`src/rtl/nopgen_pkg.sv`:
```
package nopgen_pkg;

    localparam int          ADDR_W     = 16;
    localparam int          DATA_W     = 8;
    localparam logic [7:0]  NOP_OPCODE = 8'hEA;
    localparam logic [15:0] VEC_BASE   = 16'hFFFC;

    // Which party owns the data path in the current bus cycle
    typedef enum logic [1:0] {
        SRC_PASS   = 2'd0,
        SRC_NOP    = 2'd1,
        SRC_VECTOR = 2'd2
    } src_e;

    // Memory-path selects travelling together
    typedef struct packed {
        logic sram;
        logic xcvr;
    } sel_t;

    // Vector answer outranks NOP injection, which outranks pass-through
    function automatic src_e pick_source(input logic vec_hit, input logic nop_on);
        if (vec_hit)     return SRC_VECTOR;
        else if (nop_on) return SRC_NOP;
        else             return SRC_PASS;
    endfunction

endpackage

```
`src/rtl/nopgen_mode_reg.sv`:
```
module nopgen_mode_reg (
    input  logic clk,
    input  logic rst,
    input  logic nop_req,
    output logic nop_on
);

    // Request captured at a clock edge only, so a cycle sees one mode
    always_ff @(posedge clk) begin
        if (rst) nop_on <= 1'b0;
        else     nop_on <= nop_req;
    end

endmodule

```
`src/rtl/nopgen_vector_unit.sv`:
```
module nopgen_vector_unit #(
    parameter int                ADDR_W   = 16,
    parameter int                DATA_W   = 8,
    parameter logic [ADDR_W-1:0] VEC_BASE = 16'hFFFC
) (
    input  logic                  clk,
    input  logic                  rst,
    input  logic                  vec_load,
    input  logic [2*DATA_W-1:0]   vec_word,
    input  logic                  vec_enable,
    input  logic                  cpu_reset,
    input  logic [ADDR_W-1:0]     cpu_addr,
    input  logic                  cpu_rw,
    output logic                  vec_hit,
    output logic [DATA_W-1:0]     vec_byte,
    output logic                  armed
);

    localparam int VEC_BYTES = 2;
    localparam int VW        = VEC_BYTES * DATA_W;

    logic [VW-1:0]     vec_q;
    logic [DATA_W-1:0] byte_lane [VEC_BYTES];
    logic              in_window;
    logic              last_byte;

    for (genvar g = 0; g < VEC_BYTES; g++) begin : g_lane
        assign byte_lane[g] = vec_q[g*DATA_W +: DATA_W];
    end

    // Vector pair occupies an even/odd address couple
    assign in_window = (cpu_addr[ADDR_W-1:1] == VEC_BASE[ADDR_W-1:1]);
    assign last_byte = cpu_addr[0];
    assign vec_hit   = armed & ~cpu_reset & cpu_rw & in_window;
    assign vec_byte  = byte_lane[last_byte];

    always_ff @(posedge clk) begin
        if (rst) begin
            vec_q <= '0;
            armed <= 1'b0;
        end else begin
            if (vec_load)
                vec_q <= vec_word;
            if (cpu_reset)
                armed <= vec_enable;
            else if (vec_hit && last_byte)
                armed <= 1'b0;
        end
    end

endmodule

```
`src/rtl/nopgen_bus_steer.sv`:
```
module nopgen_bus_steer
    import nopgen_pkg::*;
#(
    parameter int                DATA_W   = 8,
    parameter logic [DATA_W-1:0] NOP_CODE = 8'hEA
) (
    input  src_e              src,
    input  logic              cpu_rw,
    input  logic [DATA_W-1:0] vec_byte,
    input  sel_t              sel_in,
    output sel_t              sel_out,
    output logic [DATA_W-1:0] dout,
    output logic              doe
);

    always_comb begin
        sel_out = '0;
        dout    = '0;
        doe     = 1'b0;
        unique case (src)
            SRC_VECTOR: begin
                doe  = 1'b1;
                dout = vec_byte;
            end
            SRC_NOP: begin
                // Released during writes so the CPU owns the bus
                doe  = cpu_rw;
                dout = cpu_rw ? NOP_CODE : '0;
            end
            default: begin
                sel_out = sel_in;
            end
        endcase
    end

endmodule

```
`src/rtl/nop_inject_unit.sv`:
```
module nop_inject_unit
    import nopgen_pkg::*;
#(
    parameter int                ADDR_W   = nopgen_pkg::ADDR_W,
    parameter int                DATA_W   = nopgen_pkg::DATA_W,
    parameter logic [DATA_W-1:0] NOP_CODE = nopgen_pkg::NOP_OPCODE,
    parameter logic [ADDR_W-1:0] VEC_BASE = nopgen_pkg::VEC_BASE
) (
    input  logic                clk,
    input  logic                rst,
    input  logic                nop_req,
    input  logic                vec_enable,
    input  logic                vec_load,
    input  logic [2*DATA_W-1:0] vec_word,
    input  logic                cpu_reset,
    input  logic [ADDR_W-1:0]   cpu_addr,
    input  logic                cpu_rw,
    input  logic                sram_sel_in,
    input  logic                xcvr_en_in,
    output logic [DATA_W-1:0]   cpu_dout,
    output logic                cpu_doe,
    output logic                sram_sel,
    output logic                xcvr_en
);

    logic              nop_on;
    logic              armed;
    logic              vec_hit;
    logic [DATA_W-1:0] vec_byte;
    src_e              src;
    sel_t              sel_in;
    sel_t              sel_out;

    nopgen_mode_reg u_mode (
        .clk     (clk),
        .rst     (rst),
        .nop_req (nop_req),
        .nop_on  (nop_on)
    );

    nopgen_vector_unit #(
        .ADDR_W   (ADDR_W),
        .DATA_W   (DATA_W),
        .VEC_BASE (VEC_BASE)
    ) u_vec (
        .clk        (clk),
        .rst        (rst),
        .vec_load   (vec_load),
        .vec_word   (vec_word),
        .vec_enable (vec_enable),
        .cpu_reset  (cpu_reset),
        .cpu_addr   (cpu_addr),
        .cpu_rw     (cpu_rw),
        .vec_hit    (vec_hit),
        .vec_byte   (vec_byte),
        .armed      (armed)
    );

    assign src         = pick_source(vec_hit, nop_on);
    assign sel_in.sram = sram_sel_in;
    assign sel_in.xcvr = xcvr_en_in;

    nopgen_bus_steer #(
        .DATA_W   (DATA_W),
        .NOP_CODE (NOP_CODE)
    ) u_steer (
        .src      (src),
        .cpu_rw   (cpu_rw),
        .vec_byte (vec_byte),
        .sel_in   (sel_in),
        .sel_out  (sel_out),
        .dout     (cpu_dout),
        .doe      (cpu_doe)
    );

    assign sram_sel = sel_out.sram;
    assign xcvr_en  = sel_out.xcvr;

endmodule

```
`config.mk`:
```
export PLATFORM = sky130hd
export DESIGN_NAME = nop_inject_unit
export DESIGN_NICKNAME = d
export VERILOG_FILES = /design/src/rtl/nopgen_pkg.sv /design/src/rtl/nopgen_mode_reg.sv /design/src/rtl/nopgen_vector_unit.sv /design/src/rtl/nopgen_bus_steer.sv /design/src/rtl/nop_inject_unit.sv
export SDC_FILE = /design/constraint.sdc
export NUM_CORES = 1
export LEC_CHECK = 0
export ABC_AREA = 1
export CAP_MARGIN = 30
export CORE_MARGIN = 1.5
export CORE_UTILIZATION = 39
export DETAILED_ROUTE_END_ITERATION = 6
export HOLD_SLACK_MARGIN = 0.12
export PLACE_DENSITY_LB_ADDON = 0.05
export SLEW_MARGIN = 20
export SYNTH_ARGS = -nofsm -noshare
export SYNTH_HDL_FRONTEND = slang
export SYNTH_HIERARCHICAL = 1
export SYNTH_SLANG_ARGS = --single-unit
export TNS_END_PERCENT = 1
```
`constraint.sdc`:
```
create_clock -name clk -period 3.1 [get_ports clk]
set_input_delay 0.62 -clock clk [delete_from_list [all_inputs] [get_ports clk]]
set_output_delay 0.62 -clock clk [all_outputs]
set_load 0.03 [all_outputs]
```
==> run_results.csv <==
group,metric,value,unit
hold_path,hold_path_class,"flip-flop to flip-flop",
finish,layoutNonFillerInstCount,228,
pwr,power_density,311,nW/um2
logic_synthesis,yosys_warnings,6,
flow_run,drv_cap,0,
die,fp-row-count,18,
logic_synthesis,synth-seq-area-share,35.6,%
clock_tree,cts_buffer_depth,2,
setup_path,required,2.48,ns
setup_path,crit_path_start_kind,"primary input",
placement,io_buffers,51,
clock_tree,numCtsBuffers,3,
global_routing,grt_pass1_wl,3.95,mm
finish,syn2layout_area_growth,63.4,%
logic_synthesis,synthDistinctLibCells,18,
die,dieArea,2910,um2
timing,period_share,94.1,%
logic_synthesis,syn_area,1010,um2
logic_synthesis,synth_top_cells_by_count,"44 x nand2_1, 18 x dfxtp_1, 17 x inv_1, 15 x nor2_1, 9 x a21oi_1",
global_routing,grt_pass1_vias,947,
placement,dpl.cell_count,221,
routing,viasPerCell,4.82,
timing,period_needed,2.92,ns
finish,diodes,0,
clock_tree,tritoncts,"done",
global_routing,grt-ovfl-total,0,
logic_synthesis,yosys.cell_count.top_type,"nand2_1",
routing,ant_nets,0,
run_status,status,"finished, final reports clean",
logic_synthesis,synth-edff-count,0,
setup_path,path_class,"primary input to output port",
timing,fmax,343,MHz
routing,routed_wl,2.61,mm
timing,rsz0062_at_grt,"no",
logic_synthesis,synth_top_area_share,35.6,%
clock_tree,numClockSinks,18,
finish,nNetsFinal,243,
timing,drv_slew,0,
timing,clock_skew,0,ns
logic_synthesis,synth-seq-cells,18,
logic_synthesis,syn_inst,142,
global_routing,antenna_found_initial,0,
timing,slew_headroom,44.6,%
die,io_pins,52,
setup_path,endpoint_kind,"output port",
timing,hold_slack,0.470,ns
pwr,vdd_drop_max,0.253,mV
logic_synthesis,ys_async_sr_fraction,0,%
setup_path,path_max_fanout,7,
routing,dr.first_iter.drc_count,15,
clock_tree,h-tree-depth,1,
logic_synthesis,synth_area_leaders,"dfxtp_1 36%, nand2_1 16%, a211oi_2 9.9%",
clock_tree,clkTransAtPathRegs,0.10,ns
logic_synthesis,syn_nets,186,
global_routing,grt_usage,19.0,%
routing,drt_first_pass_iters,4,
pwr,leakage,0.772,nW
logic_synthesis,syn_avg_cell_area,7.12,um2
logic_synthesis,synth_top_cell_by_area,"dfxtp_1",
die,die_x,53.9,um
routing,vias,1100,
timing,worstMarginPinSlew,0.828,ns
die,start_util,41.2,%
pwr,p_total,0.514,mW
global_routing,grt_max_degree,25,
finish,utilization,67.3,%
die,coreArea,2450,um2
placement,hpwl,1.97,mm
placement,place_congestion,0.741,
timing,setup-tns-final,0,ns
clock_tree,ctsHoldBuffers,0,
die,die_h,53.9,um
logic_synthesis,synthFlopType,"dfxtp_1",
routing,drc,0,
clock_tree,clkLatencyLatePin,0.29,ns
finish,drive_above_1_share,22.7,%
timing,hold_violations,0,
timing,setup_viol,0,
setup_path,cp.arrival,2.30,ns
clock_tree,cts_root_buffer,"clkbuf_4",
routing,wl_per_cell,11.4,um
==> stage by stage <==
step / cell area, um2 / setup slack, ns
floorplan: 1010 / 0.297
global placement: 1510 / 0.0164
detailed placement: 1510 / -0.144
CTS: 1620 / 0.0780
global route: 1650 / 0.0588
finish: 1650 / 0.181
==> where the power goes <==
group          total (mW)  leakage [nW]  switching [mW]  internal (mW)
combinational       0.121         0.601          0.0550         0.0660
sequential          0.250         0.149         0.00482          0.245
clock               0.143        0.0210          0.0714         0.0716
==> layer usage <==
metal,GRT usage [%],up-vias,part of all wire [%]
li1,-,564,-
met1,21.5,492,39
met2,33.7,39,49
met3,4.72,5,11
met4,7.69,0,1.4
met5,0,-,0
==> sequential cells by signal, indices dropped and copies added, names as in the netlist <==
name           count
u_mode/nop_on      1
u_vec/armed        1
u_vec/vec_q       16
==> worst max-delay path: stages <==
cell and delay [ns]:
clkdlybuf4s50_1 0.42, inv_1 0.06, nand2_1 0.07, nor4_2 0.18, buf_4 0.19, nor2_4 0.04, inv_2 0.07, ha_4 0.22
inv_6 0.08, nand3_4 0.11, nand2_2 0.11, buf_6 0.13
==> cells by family (layout without fill, tap and decap cells) <==
kind of cell	after synthesis	in the layout	share of synthesized area, %
AND/OR/NAND/NOR	71	71	29.7
AO/OA/AOI/OAI	25	25	18.3
buffers and inverters	25	81	12.6
flip-flops	18	18	35.6
adder cells (fa/ha/maj)	3	3	3.71
==> layout by cell type, fill, tap and decap left out <==
cell             instances
inv_6                    2
nor2_4                   1
inv_2                    1
clkdlybuf4s50_1         24
ha_1                     2
nor2_1                  14
nand2_2                  6
nand3_1                  6
inv_1                   16
dlymetal6s2s_1           8
a211oi_2                 8
buf_4                   11
o21ai_0                  8
dfxtp_1                 18
clkbuf_4                 3
dlygate4sd2_1            8
nand3_4                  1
nand2_1                 38
nor4_2                   1
nor2_2                   2
ha_4                     1
clkbuf_8                 1
a21oi_1                  9
nand4_1                  2
buf_6                    7
==> final cells by class <==
type,count,area (um2)
fill,228,803
timing repair buffer,58,572
multi-input combinational,99,564
sequential,18,360
inverter,19,81.3
tap,30,37.5
clock buffer,4,36.3
==> repair_timing <==
item                       4_1_cts  5_1_grt
gates resized for setup         27        9
setup endpoints to repair       11       10
setup buffers                    2        1
pin swaps                       13        7
==> final timing paths <==
check                                startpoint         endpoint  slack, ns  cells past startpoint
worst max-delay path                  cpu_reset      cpu_dout[3]       0.18                     12
worst min-delay path            u_vec/vec_q[12]  u_vec/vec_q[12]       0.47                      2
worst max register to register      u_vec/armed      u_vec/armed       2.10                      6
worst min register to register  u_vec/vec_q[12]  u_vec/vec_q[12]       0.47                      2
Power figures use the tool's default switching activity.
